[config.mk]
export PLATFORM = sky130hd
export DESIGN_NAME = commit_ctrl
export DESIGN_NICKNAME = d
export VERILOG_FILES = /design/src/rtl/cc_pkg.sv /design/src/rtl/cc_slot_scan.sv /design/src/rtl/cc_thread_ctx.sv /design/src/rtl/commit_ctrl.sv
export SDC_FILE = /design/constraint.sdc
export NUM_CORES = 1
export LEC_CHECK = 0
export BUFFER_PORTS_ARGS = -buffer_cell sky130_fd_sc_hd__buf_4
export CAP_MARGIN = 20
export CORE_AREA = 2 2 240 242
export CTS_BUF_LIST = sky130_fd_sc_hd__clkbuf_8
export CTS_CLUSTER_DIAMETER = 200
export DETAILED_ROUTE_END_ITERATION = 6
export DIE_AREA = 0 0 242 244
export GPL_TIMING_DRIVEN = 0
export SLEW_MARGIN = 10
export SYNTH_ARGS = -nofsm -noshare
export SYNTH_HDL_FRONTEND = slang
export SYNTH_SLANG_ARGS = --single-unit
export TNS_END_PERCENT = 5
[constraint.sdc]
create_clock -name clk -period 7.12 [get_ports clk]
set_clock_uncertainty 0.1 [all_clocks]
set_input_delay 0.356 -clock clk [delete_from_list [all_inputs] [get_ports clk]]
set_output_delay 0.356 -clock clk [all_outputs]
set_load 0.02 [all_outputs]
[src/rtl/cc_pkg.sv]
package cc_pkg;
    localparam int CLS_W      = 7;
    localparam int CB_NONSPEC = 0;
    localparam int CB_STCOND  = 1;
    localparam int CB_BARRIER = 2;
    localparam int CB_LOAD    = 3;
    localparam int CB_STORE   = 4;
    localparam int CB_NOP     = 5;
    localparam int CB_IPREF   = 6;

    typedef enum logic [2:0] {
        ACT_STOP,
        ACT_COMMIT,
        ACT_DROP,
        ACT_HANDBACK,
        ACT_TRAP
    } slot_act_e;

    typedef enum logic {
        TH_RUN,
        TH_TRAP
    } thr_state_e;
endpackage

[src/rtl/cc_slot_scan.sv]
module cc_slot_scan
    import cc_pkg::*;
#(
    parameter int W     = 4,
    parameter int SEQ_W = 16,
    parameter int PC_W  = 32,
    localparam int NUM_W = $clog2(W + 1)
) (
    input  logic                 enable,
    input  logic                 stores_pending,
    input  logic [W-1:0]         head_valid,
    input  logic [W-1:0]         head_ready,
    input  logic [W-1:0]         head_squashed,
    input  logic [W-1:0]         head_executed,
    input  logic [W-1:0]         head_fault,
    input  logic [W*CLS_W-1:0]   head_cls,
    input  logic [W*SEQ_W-1:0]   head_seq,
    input  logic [W*PC_W-1:0]    head_npc,
    input  logic [W*PC_W-1:0]    head_nnpc,
    output logic [W-1:0]         retire_mask,
    output logic [W-1:0]         commit_mask,
    output logic [NUM_W-1:0]     commit_num,
    output logic [NUM_W-1:0]     counted_num,
    output logic                 handback,
    output logic                 handback_unc,
    output logic [SEQ_W-1:0]     handback_seq,
    output logic                 trap,
    output logic [SEQ_W-1:0]     last_seq,
    output logic [PC_W-1:0]      last_npc,
    output logic [PC_W-1:0]      last_nnpc,
    output logic                 store_commit
);

    function automatic slot_act_e decide(
        input logic             v,
        input logic             r,
        input logic             sq,
        input logic             ex,
        input logic             f,
        input logic [CLS_W-1:0] c,
        input logic             first
    );
        logic serial;
        serial = c[CB_NONSPEC] | c[CB_STCOND] | c[CB_BARRIER] | c[CB_LOAD];
        if (!v || !r)  return ACT_STOP;
        if (sq)        return ACT_DROP;
        if (!ex)       return (serial && first) ? ACT_HANDBACK : ACT_STOP;
        if (f)         return first ? ACT_TRAP : ACT_STOP;
        return ACT_COMMIT;
    endfunction

    logic [W-1:0]     alive;
    logic [NUM_W-1:0] cnt [0:W];
    slot_act_e        act [W];

    assign alive[0] = enable;
    assign cnt[0]   = '0;

    for (genvar g = 0; g < W; g++) begin : g_slot
        logic first_slot;
        assign first_slot = (cnt[g] == '0) && !stores_pending;
        assign act[g] = decide(head_valid[g], head_ready[g], head_squashed[g],
                               head_executed[g], head_fault[g],
                               head_cls[g*CLS_W +: CLS_W], first_slot);
        assign cnt[g+1] = cnt[g] + NUM_W'(alive[g] && act[g] == ACT_COMMIT);
        if (g < W - 1) begin : g_chain
            assign alive[g+1] = alive[g] &&
                                (act[g] == ACT_COMMIT || act[g] == ACT_DROP);
        end
    end

    assign commit_num = cnt[W];

    always_comb begin
        retire_mask  = '0;
        commit_mask  = '0;
        counted_num  = '0;
        handback     = 1'b0;
        handback_unc = 1'b0;
        handback_seq = '0;
        trap         = 1'b0;
        last_seq     = '0;
        last_npc     = '0;
        last_nnpc    = '0;
        store_commit = 1'b0;
        for (int i = 0; i < W; i++) begin
            if (alive[i]) begin
                case (act[i])
                    ACT_DROP: retire_mask[i] = 1'b1;
                    ACT_COMMIT: begin
                        retire_mask[i] = 1'b1;
                        commit_mask[i] = 1'b1;
                        last_seq  = head_seq[i*SEQ_W +: SEQ_W];
                        last_npc  = head_npc[i*PC_W +: PC_W];
                        last_nnpc = head_nnpc[i*PC_W +: PC_W];
                        if (!head_cls[i*CLS_W + CB_NOP] && !head_cls[i*CLS_W + CB_IPREF])
                            counted_num = counted_num + NUM_W'(1);
                        if (head_cls[i*CLS_W + CB_STORE])
                            store_commit = 1'b1;
                    end
                    ACT_HANDBACK: begin
                        handback     = 1'b1;
                        handback_seq = head_seq[i*SEQ_W +: SEQ_W];
                        handback_unc = head_cls[i*CLS_W + CB_LOAD] &&
                                       !head_cls[i*CLS_W + CB_NONSPEC] &&
                                       !head_cls[i*CLS_W + CB_STCOND] &&
                                       !head_cls[i*CLS_W + CB_BARRIER];
                    end
                    ACT_TRAP: trap = 1'b1;
                    default: ;
                endcase
            end
        end
    end

endmodule

[src/rtl/cc_thread_ctx.sv]
module cc_thread_ctx
    import cc_pkg::*;
#(
    parameter int SEQ_W      = 16,
    parameter int PC_W       = 32,
    parameter int CNT_W      = 16,
    parameter int NUM_W      = 3,
    parameter int INST_B     = 4,
    parameter bit DELAY_SLOT = 1'b0
) (
    input  logic             clk,
    input  logic             rst_n,
    input  logic             commit_en,
    input  logic             remove_en,
    input  logic [NUM_W-1:0] counted_num,
    input  logic [SEQ_W-1:0] last_seq,
    input  logic [PC_W-1:0]  last_npc,
    input  logic [PC_W-1:0]  last_nnpc,
    input  logic             trap_fire,
    input  logic             trap_clear,
    input  logic             buf_empty,
    input  logic             stores_pending,
    input  logic             store_commit,
    output logic             running,
    output logic             trap_pend,
    output logic [SEQ_W-1:0] done_seq,
    output logic [PC_W-1:0]  pc,
    output logic [PC_W-1:0]  npc,
    output logic [CNT_W-1:0] inst_cnt,
    output logic             empty_rpt
);

    thr_state_e      st_q, st_d;
    logic [PC_W-1:0] nnpc_q;
    logic            armed_q;

    always_ff @(posedge clk) begin
        if (!rst_n) st_q <= TH_RUN;
        else        st_q <= st_d;
    end

    always_comb begin
        st_d = st_q;
        unique case (st_q)
            TH_RUN:  if (trap_fire)  st_d = TH_TRAP;
            TH_TRAP: if (trap_clear) st_d = TH_RUN;
            default: st_d = TH_RUN;
        endcase
    end

    assign running   = (st_q == TH_RUN);
    assign trap_pend = (st_q == TH_TRAP);
    assign empty_rpt = armed_q && buf_empty && !stores_pending && !store_commit;

    always_ff @(posedge clk) begin
        if (!rst_n) begin
            done_seq <= '0;
            pc       <= '0;
            npc      <= PC_W'(INST_B);
            nnpc_q   <= PC_W'(2 * INST_B);
            inst_cnt <= '0;
            armed_q  <= 1'b1;
        end else begin
            armed_q <= remove_en || (armed_q && !empty_rpt);
            if (commit_en) begin
                done_seq <= last_seq;
                pc       <= last_npc;
                inst_cnt <= inst_cnt + CNT_W'(counted_num);
                if (DELAY_SLOT) begin
                    npc    <= last_nnpc;
                    nnpc_q <= last_nnpc + PC_W'(INST_B);
                end else begin
                    npc    <= last_npc + PC_W'(INST_B);
                    nnpc_q <= last_nnpc;
                end
            end
        end
    end

    a_r5_trap_enters: assert property (@(posedge clk) disable iff (!rst_n)
        (running && trap_fire) |=> trap_pend);
    a_r5_no_commit_in_trap: assert property (@(posedge clk) disable iff (!rst_n)
        trap_pend |-> !commit_en);
    a_r6_done_tracks: assert property (@(posedge clk) disable iff (!rst_n)
        commit_en |=> done_seq == $past(last_seq));
    a_r9_empty_quiet: assert property (@(posedge clk) disable iff (!rst_n)
        empty_rpt |-> (!stores_pending && !store_commit && buf_empty));

endmodule

[src/rtl/commit_ctrl.sv]
module commit_ctrl
    import cc_pkg::*;
#(
    parameter int W          = 4,
    parameter int T          = 2,
    parameter int SEQ_W      = 16,
    parameter int PC_W       = 32,
    parameter int CNT_W      = 16,
    parameter int INST_B     = 4,
    parameter bit DELAY_SLOT = 1'b0,
    localparam int TID_W     = (T > 1) ? $clog2(T) : 1,
    localparam int NUM_W     = $clog2(W + 1)
) (
    input  logic                 clk,
    input  logic                 rst_n,
    input  logic                 sel_valid,
    input  logic [TID_W-1:0]     sel_tid,
    input  logic                 stores_pending,
    input  logic [T-1:0]         buf_empty,
    input  logic [T-1:0]         trap_clear,
    input  logic [W-1:0]         head_valid,
    input  logic [W-1:0]         head_ready,
    input  logic [W-1:0]         head_squashed,
    input  logic [W-1:0]         head_executed,
    input  logic [W-1:0]         head_fault,
    input  logic [W-1:0]         head_dst,
    input  logic [W*7-1:0]       head_cls,
    input  logic [W*SEQ_W-1:0]   head_seq,
    input  logic [W*PC_W-1:0]    head_npc,
    input  logic [W*PC_W-1:0]    head_nnpc,
    output logic [W-1:0]         retire_mask,
    output logic [W-1:0]         map_we,
    output logic                 nonspec_valid,
    output logic                 nonspec_uncached,
    output logic [SEQ_W-1:0]     nonspec_seq,
    output logic                 trap_req,
    output logic [T-1:0]         trap_pend,
    output logic [T*SEQ_W-1:0]   done_seq,
    output logic [T*PC_W-1:0]    pc_o,
    output logic [T*PC_W-1:0]    npc_o,
    output logic [T*CNT_W-1:0]   inst_cnt,
    output logic [CNT_W-1:0]     bw_cnt,
    output logic [T-1:0]         empty_rpt
);

    logic [T-1:0]     running;
    logic             scan_en;
    logic [W-1:0]     commit_mask;
    logic [NUM_W-1:0] commit_num, counted_num;
    logic [SEQ_W-1:0] last_seq;
    logic [PC_W-1:0]  last_npc, last_nnpc;
    logic             store_commit;

    assign scan_en = sel_valid && running[sel_tid];

    cc_slot_scan #(.W(W), .SEQ_W(SEQ_W), .PC_W(PC_W)) u_scan (
        .enable        (scan_en),
        .stores_pending(stores_pending),
        .head_valid    (head_valid),
        .head_ready    (head_ready),
        .head_squashed (head_squashed),
        .head_executed (head_executed),
        .head_fault    (head_fault),
        .head_cls      (head_cls),
        .head_seq      (head_seq),
        .head_npc      (head_npc),
        .head_nnpc     (head_nnpc),
        .retire_mask   (retire_mask),
        .commit_mask   (commit_mask),
        .commit_num    (commit_num),
        .counted_num   (counted_num),
        .handback      (nonspec_valid),
        .handback_unc  (nonspec_uncached),
        .handback_seq  (nonspec_seq),
        .trap          (trap_req),
        .last_seq      (last_seq),
        .last_npc      (last_npc),
        .last_nnpc     (last_nnpc),
        .store_commit  (store_commit)
    );

    assign map_we = commit_mask & head_dst;

    for (genvar t = 0; t < T; t++) begin : g_thr
        logic mine;
        assign mine = scan_en && (sel_tid == TID_W'(t));
        cc_thread_ctx #(
            .SEQ_W(SEQ_W), .PC_W(PC_W), .CNT_W(CNT_W), .NUM_W(NUM_W),
            .INST_B(INST_B), .DELAY_SLOT(DELAY_SLOT)
        ) u_ctx (
            .clk           (clk),
            .rst_n         (rst_n),
            .commit_en     (mine && commit_num != '0),
            .remove_en     (mine && retire_mask != '0),
            .counted_num   (counted_num),
            .last_seq      (last_seq),
            .last_npc      (last_npc),
            .last_nnpc     (last_nnpc),
            .trap_fire     (mine && trap_req),
            .trap_clear    (trap_clear[t]),
            .buf_empty     (buf_empty[t]),
            .stores_pending(stores_pending),
            .store_commit  (mine && store_commit),
            .running       (running[t]),
            .trap_pend     (trap_pend[t]),
            .done_seq      (done_seq[t*SEQ_W +: SEQ_W]),
            .pc            (pc_o[t*PC_W +: PC_W]),
            .npc           (npc_o[t*PC_W +: PC_W]),
            .inst_cnt      (inst_cnt[t*CNT_W +: CNT_W]),
            .empty_rpt     (empty_rpt[t])
        );
    end

    always_ff @(posedge clk) begin
        if (!rst_n)                        bw_cnt <= '0;
        else if (commit_num == NUM_W'(W))  bw_cnt <= bw_cnt + CNT_W'(1);
    end

    logic [W:0] ret_plus;
    assign ret_plus = {1'b0, retire_mask} + {{W{1'b0}}, 1'b1};

    a_r1_prefix: assert property (@(posedge clk) disable iff (!rst_n)
        $onehot(ret_plus));
    a_r1_idle_unselected: assert property (@(posedge clk) disable iff (!rst_n)
        !sel_valid |-> (retire_mask == '0 && !nonspec_valid && !trap_req));
    a_r3_handback_serial: assert property (@(posedge clk) disable iff (!rst_n)
        nonspec_valid |-> (!stores_pending && map_we == '0));
    a_r5_single_exception: assert property (@(posedge clk) disable iff (!rst_n)
        $onehot0({nonspec_valid, trap_req}));
    a_r10_map_subset: assert property (@(posedge clk) disable iff (!rst_n)
        (map_we & ~(retire_mask & head_dst)) == '0);

endmodule

==> summary.txt, run 1 <==
filler cell count -> 6173
largest net degree at the start of global routing -> 12
YS warnings -> 0
first drt pass iteration count -> 5
routability congestion estimate from global placement -> 0.963
Critical Path Source -> sel_tid
synthesized cell area -> 11500 um2
CTS buffer count -> 40
post-synthesis register bit count -> 208
grt total ovfl -> 0
total wire length -> 73.4 mm
Worst-Skew Late Latency -> 0.58 ns
Clock Sinks -> 208
Arrival @ worst endpoint -> 6.26 ns
Post-DP HPWL -> 60.3 mm
most frequent cells in the layout -> buf_4, nand2_1, dfxtp_1
relative max-transition margin -> 0.126
GRT Total Usage -> 0.239
Pwr Density -> 157 nW/um2
root buffer cell -> clkbuf_8
Mapped Avg Cell Area -> 7.69 um2
Initial Util -> 0.204
status -> finished, final reports clean
remaining antenna violation count after routing -> 0
Worst Path Class, Setup -> primary input to output port
crit-path max FO -> 10
r2r startpoint -> g_thr[0].u_ctx.trap_pend
Clk pin slew, worst setup/hold paths -> 0.06 ns
design area -> 17000 um2
Port-buffer cells -> 490
Die Ht -> 244 um
Fmax -> 149 MHz
number of global-route vias before repair -> 14078
final setup vio count -> 0
initial antenna violation count -> 8
synth top area cells -> dfxtp_1, nand2_1, nor2_1
vias per cell -> 5.08
core area -> 56200 um2
DRC viols -> 0
final core occ -> 0.304
Post-CTS Setup Bufs -> 0
Worst-Margin Slew -> 1.31 ns
Die Span X -> 242 um
max-cap viol count -> 0
Hold WS -> 0.103 ns
CP Capture Type -> output port
CTS H-Tree Depth -> 2
CP Launch Type -> primary input
capture point of the worst reg-to-reg path -> g_thr[0].u_ctx.pc[6]
post-placement cell count -> 2742
Slew Limit Fails -> 0
I/O pin total -> 620
Hold WC Path Type -> primary input to flip-flop
Lkg Pwr -> 6.99 nW
largest stage delay on the critical path -> 0.54 ns
Finished Layout Cells -> 2819
Main synth FF type -> dfxtp_1
number of synthesized flops with an enable pin -> 0
Final Critical Period -> 6.71 ns
Net count, final -> 2430
Worst VDD drop -> 106 uV
Cell Chain, Critical Path -> dlygate4sd3_1 > buf_4 > mux2_2 > nor3_1 > nand3_1 > inv_1 > buf_2 > buf_4 > buf_2 > buf_2 > clkbuf_2 > ha_1 > ha_1 > nor3_1 > and4_1 > clkbuf_1 > clkbuf_1 > nand2_1 > nand2_1 > buf_4
Buf/Inv on CP -> 11
dominant cell type by area after synthesis -> dfxtp_1
R2R Setup Slk -> 0.62 ns
layout cell share with drive strength beyond 1 -> 0.300
Placed Area -> 16100 um2
clk buf depth -> 3
Die Area -> 59000 um2
final hold violation count -> 0
CP max stage cell -> dlygate4sd3_1
Critical Path Sink -> nonspec_seq[8]
first-pass GRT wire length -> 102 mm
post-DR wirelength/cell -> 26.0 um
synthesis-to-layout area growth -> 48.6%
initial DRC count -> 1140
cells after synthesis -> 1492
r2r worst-path depth -> 16
crit-path leading delay family -> buffers and inverters
Mapped Nets -> 1891
number of cells on the critical path -> 20
Critical Path RT -> 6.66 ns
synth unique cells -> 83
Vias -> 14322
sequential element share of the synthesized area -> 0.363
Period Utilization, post-route -> 0.943
RSZ-0062 raised after global routing -> no
CTS tree -> done
asr flop ratio synth -> 0
commonest non-fill, non-tap cell in the layout -> buf_4
share of the synthesized area in the top cell type -> 0.363
# rows -> 87
worst min path at each step:
stage / end / cells past startpoint / startpoint
after global routing: g_thr[1].u_ctx.armed_q / 4 / buf_empty[1]
after floorplan: g_thr[0].u_ctx.armed_q / 2 / g_thr[0].u_ctx.armed_q
final: g_thr[1].u_ctx.armed_q / 3 / stores_pending
after global placement: g_thr[1].u_ctx.npc[2] / 1 / g_thr[1].u_ctx.npc[2]
after detailed placement: g_thr[0].u_ctx.done_seq[5] / 2 / g_thr[0].u_ctx.done_seq[5]
after CTS: g_thr[1].u_ctx.armed_q / 3 / stores_pending
metrics by stage:
| stage | power, W | TNS [ns] | setup WS (ns) |
|---|---|---|---|
| floorplan | 0.00125 | 0 | 2.20 |
| global route | 0.00278 | 0 | 0.0972 |
| detailed placement | 0.00143 | -0.0256 | -0.0114 |
| CTS | 0.00271 | 0 | 0.160 |
| finish | 0.00268 | 0 | 0.409 |
| global placement | 0.00143 | 0 | 0.0531 |
Yosys cell counts, types with 12 or more instances:
library cell and count:
nand4_1 21, a222oi_1 16, buf_1 16, a211oi_1 72, nand2_1 221, nor3_1 41, clkbuf_1 81, xor2_1 27
xnor2_1 20, and3_1 32, dfxtp_1 208, a21oi_1 101, and2_1 23, nor2_1 155, or3_1 23, nor4_1 12
inv_1 19, ha_1 15, nand3_1 102, o21ai_0 76, mux2i_1 16, a311oi_1 20, a31oi_1 19
worst min-delay path: cells and delay by family:
| family | cells | cell delay (ns) |
|---|---|---|
| AO/OA/AOI/OAI | 2 | 0.23 |
| buffers and inverters | 1 | 0.14 |
final cells by class:
| cell class | instances | area, um2 | area share |
|---|---|---|---|
| inverter | 22 | 85.1 | 0.00499 |
| clock buffer | 47 | 647 | 0.0379 |
| buffer | 116 | 499 | 0.0293 |
| multi-input combinational | 1145 | 6760 | 0.396 |
| timing repair buffer | 498 | 3740 | 0.220 |
| antenna | 3 | 7.51 | 0.000440 |
| sequential | 208 | 4160 | 0.244 |
| tap | 756 | 946 | 0.0555 |
| clock inverter | 24 | 199 | 0.0117 |
per-layer routing:
layer,vias up,track usage,share of wire
li1,6542,-,-
met1,6947,0.311,0.44
met2,732,0.383,0.45
met3,93,0.0679,0.086
met4,8,0.0672,0.026
met5,-,0,0.00071
power breakdown:
group / switching, W / internal (W) / total (W)
Combinational: 0.000123 / 0.000115 / 0.000238
Clock: 0.000552 / 0.000716 / 0.00127
Sequential: 0.00000251 / 0.00117 / 0.00117
Total: 0.000677 / 0.00200 / 0.00268
kinds of logic after synthesis:
logic type                 share of synthesized area
buffers and inverters                         0.0509
adders and majority gates                     0.0216
AOI/OAI and AO/OA                              0.233
xor gates and xnor gates                      0.0359
DFF                                            0.363
and+or+nand+nor                                0.277
muxes                                         0.0179
timing repair:
| action | in CTS | in global routing |
|---|---|---|
| endpoints found under the setup margin | 0 | 62 |
| hold endpoints to repair | 3 | 0 |
| gates resized for setup | 0 | 6 |
| hold buffers | 4 | 0 |
flip-flops by register name, indices dropped and copies added, names as in the netlist:
name,cells
g_thr.u_ctx.armed_q,2
g_thr.u_ctx.done_seq,32
g_thr.u_ctx.inst_cnt,32
g_thr.u_ctx.npc,64
bw_cnt,16
g_thr.u_ctx.pc,60
g_thr.u_ctx.trap_pend,2
No activity file was read; power rests on OpenSTA's default activity.
==> inputs of run 2 (changes only) <==
Settings changed: CAP_MARGIN 20 to unset.
Clock period 7.12 ns to 6.2 ns, I/O delays scaled along.
==> summary.txt, run 2 (synthesis results as in run 1) <==
Port-buffer cells -> 490
grt total ovfl -> 0
design area -> 17100 um2
total wire length -> 73.7 mm
root buffer cell -> clkbuf_8
DRC viols -> 0
remaining antenna violation count after routing -> 0
Net count, final -> 2429
Worst-Margin Slew -> 1.36 ns
commonest non-fill, non-tap cell in the layout -> buf_4
R2R Setup Slk -> 0.26 ns
first-pass GRT wire length -> 103 mm
CTS buffer count -> 40
routability congestion estimate from global placement -> 0.963
Final Critical Period -> 5.94 ns
Vias -> 14391
Lkg Pwr -> 7.04 nW
Hold Path Origin -> head_seq[60]
Clock Sinks -> 208
most frequent cells in the layout -> buf_4, nand2_1, dfxtp_1
status -> finished, final reports clean
Die Ht -> 244 um
core area -> 56200 um2
Biggest register -> g_thr.u_ctx.npc
Die Area -> 59000 um2
CTS H-Tree Depth -> 2
layout cell share with drive strength beyond 1 -> 0.306
final setup vio count -> 0
CTS tree -> done
Fmax -> 168 MHz
Post-DP HPWL -> 60.3 mm
Worst-Skew Late Latency -> 0.59 ns
r2r worst-path depth -> 15
post-DR wirelength/cell -> 26.1 um
Post-CTS Setup Bufs -> 0
Critical Path RT -> 6.58 ns
CP Launch Type -> flip-flop
max-cap viol count -> 0
Clk pin slew, worst setup/hold paths -> 0.06 ns
synthesis-to-layout area growth -> 49.2%
Slew Limit Fails -> 0
Arrival @ worst endpoint -> 6.32 ns
WHS Endpoint -> g_thr[1].u_ctx.done_seq[12]
Pwr Density -> 182 nW/um2
Die Span X -> 242 um
capture point of the worst reg-to-reg path -> g_thr[1].u_ctx.npc[10]
I/O pin total -> 620
GRT Total Usage -> 0.239
Initial Util -> 0.204
Largest register FFs -> 64
Hold WC Path Type -> primary input to flip-flop
Worst Path Class, Setup -> flip-flop to flip-flop
initial antenna violation count -> 10
crit-path max FO -> 10
RSZ-0062 raised after global routing -> no
Hold Path Depth -> 3
relative max-transition margin -> 0.0963
Worst VDD drop -> 113 uV
clk buf depth -> 3
Design Power -> 0.00312 W
initial DRC count -> 954
number of global-route vias before repair -> 14117
first drt pass iteration count -> 6
Top Registers -> g_thr.u_ctx.npc: 64 flops, g_thr.u_ctx.pc: 60 flops
final hold violation count -> 0
Placed Area -> 16100 um2
vias per cell -> 5.11
# rows -> 87
Period Utilization, post-route -> 0.958
r2r startpoint -> g_thr[0].u_ctx.trap_pend
CP Capture Type -> flip-flop
largest net degree at the start of global routing -> 12
==> run 2: changes by cell type in the layout (fill, tap and decap cells not counted), moves of 2 or more <==
cell / delta
clkinv_2: -4
buf_1: -5
clkbuf_2: +6
clkbuf_4: +3
clkbuf_1: -6
diode_2: +2
inv_1: -2
clkbuf_8: +3
==> run 2: worst max path at each step <==
stage / start / endpoint / slack [ns] / depth (start not counted)
5_1_grt: g_thr[0].u_ctx.trap_pend / g_thr[0].u_ctx.inst_cnt[13] / 0.004 / 21
2_1_floorplan: head_cls[0] / bw_cnt[15] / 1.32 / 16
4_1_cts: g_thr[0].u_ctx.trap_pend / g_thr[0].u_ctx.npc[25] / 0.05 / 17
6_report: g_thr[0].u_ctx.trap_pend / g_thr[1].u_ctx.npc[10] / 0.26 / 15
3_3_place_gp: head_cls[0] / g_thr[0].u_ctx.pc[9] / -0.82 / 17
3_5_place_dp: head_cls[0] / g_thr[0].u_ctx.done_seq[12] / -0.94 / 17
==> run 2: critical path: stages, from the launching register on <==
cell,delay (ns)
dfxtp_1,0.36
mux2_2,0.29
nor2_1,0.29
o211ai_2,0.25
nor3_1,0.67
clkbuf_1,0.59
xnor2_1,0.27
inv_1,0.09
ha_1,0.21
fa_1,0.52
or3_1,0.19
and2_1,0.65
clkbuf_2,0.44
buf_1,0.57
nand3_1,0.17
a21oi_1,0.16
==> run 2: through the flow <==
step           hold WS (ns)  utilization  setup TNS [ns]  std cells  setup WS (ns)
6_report             0.0649        0.305               0       2819          0.261
5_1_grt              0.0398        0.305               0       2814        0.00404
4_1_cts             0.00301        0.304               0       2813         0.0457
3_5_place_dp          0.344        0.287          -96.60       2740         -0.937
3_3_place_gp          0.342        0.287          -78.06       2738         -0.821
2_1_floorplan         0.369            -               0       1492           1.32
==> run 2: area by class of cell <==
class / count / area [um2]
Multi-Input combinational cell: 1145 / 6780
Timing Repair Buffer: 497 / 3740
Clock inverter: 20 / 184
Sequential cell: 208 / 4160
Antenna cell: 5 / 12.5
Buffer: 116 / 518
Clock buffer: 50 / 688
Fill cell: 6139 / 39000
Tap cell: 756 / 946
Inverter: 22 / 85.1
==> run 2: power by group <==
group          internal, W  switching [W]
clock             0.000858       0.000640
combinational     0.000133       0.000143
sequential         0.00134     0.00000296
==> run 2: layer usage <==
layer	global-route usage	up-vias	routed length, um
met5	0	-	80
met4	0.0752	12	2200
met3	0.0654	117	6230
met2	0.381	714	32800
met1	0.312	7015	32400
li1	-	6533	-
==> run 2: timing repair <==
action,in CTS,in global routing
hold endpoints to repair,3,0
setup endpoints to repair,181,71
hold buffers,4,0
pin swaps,0,0
resized for setup,10,13
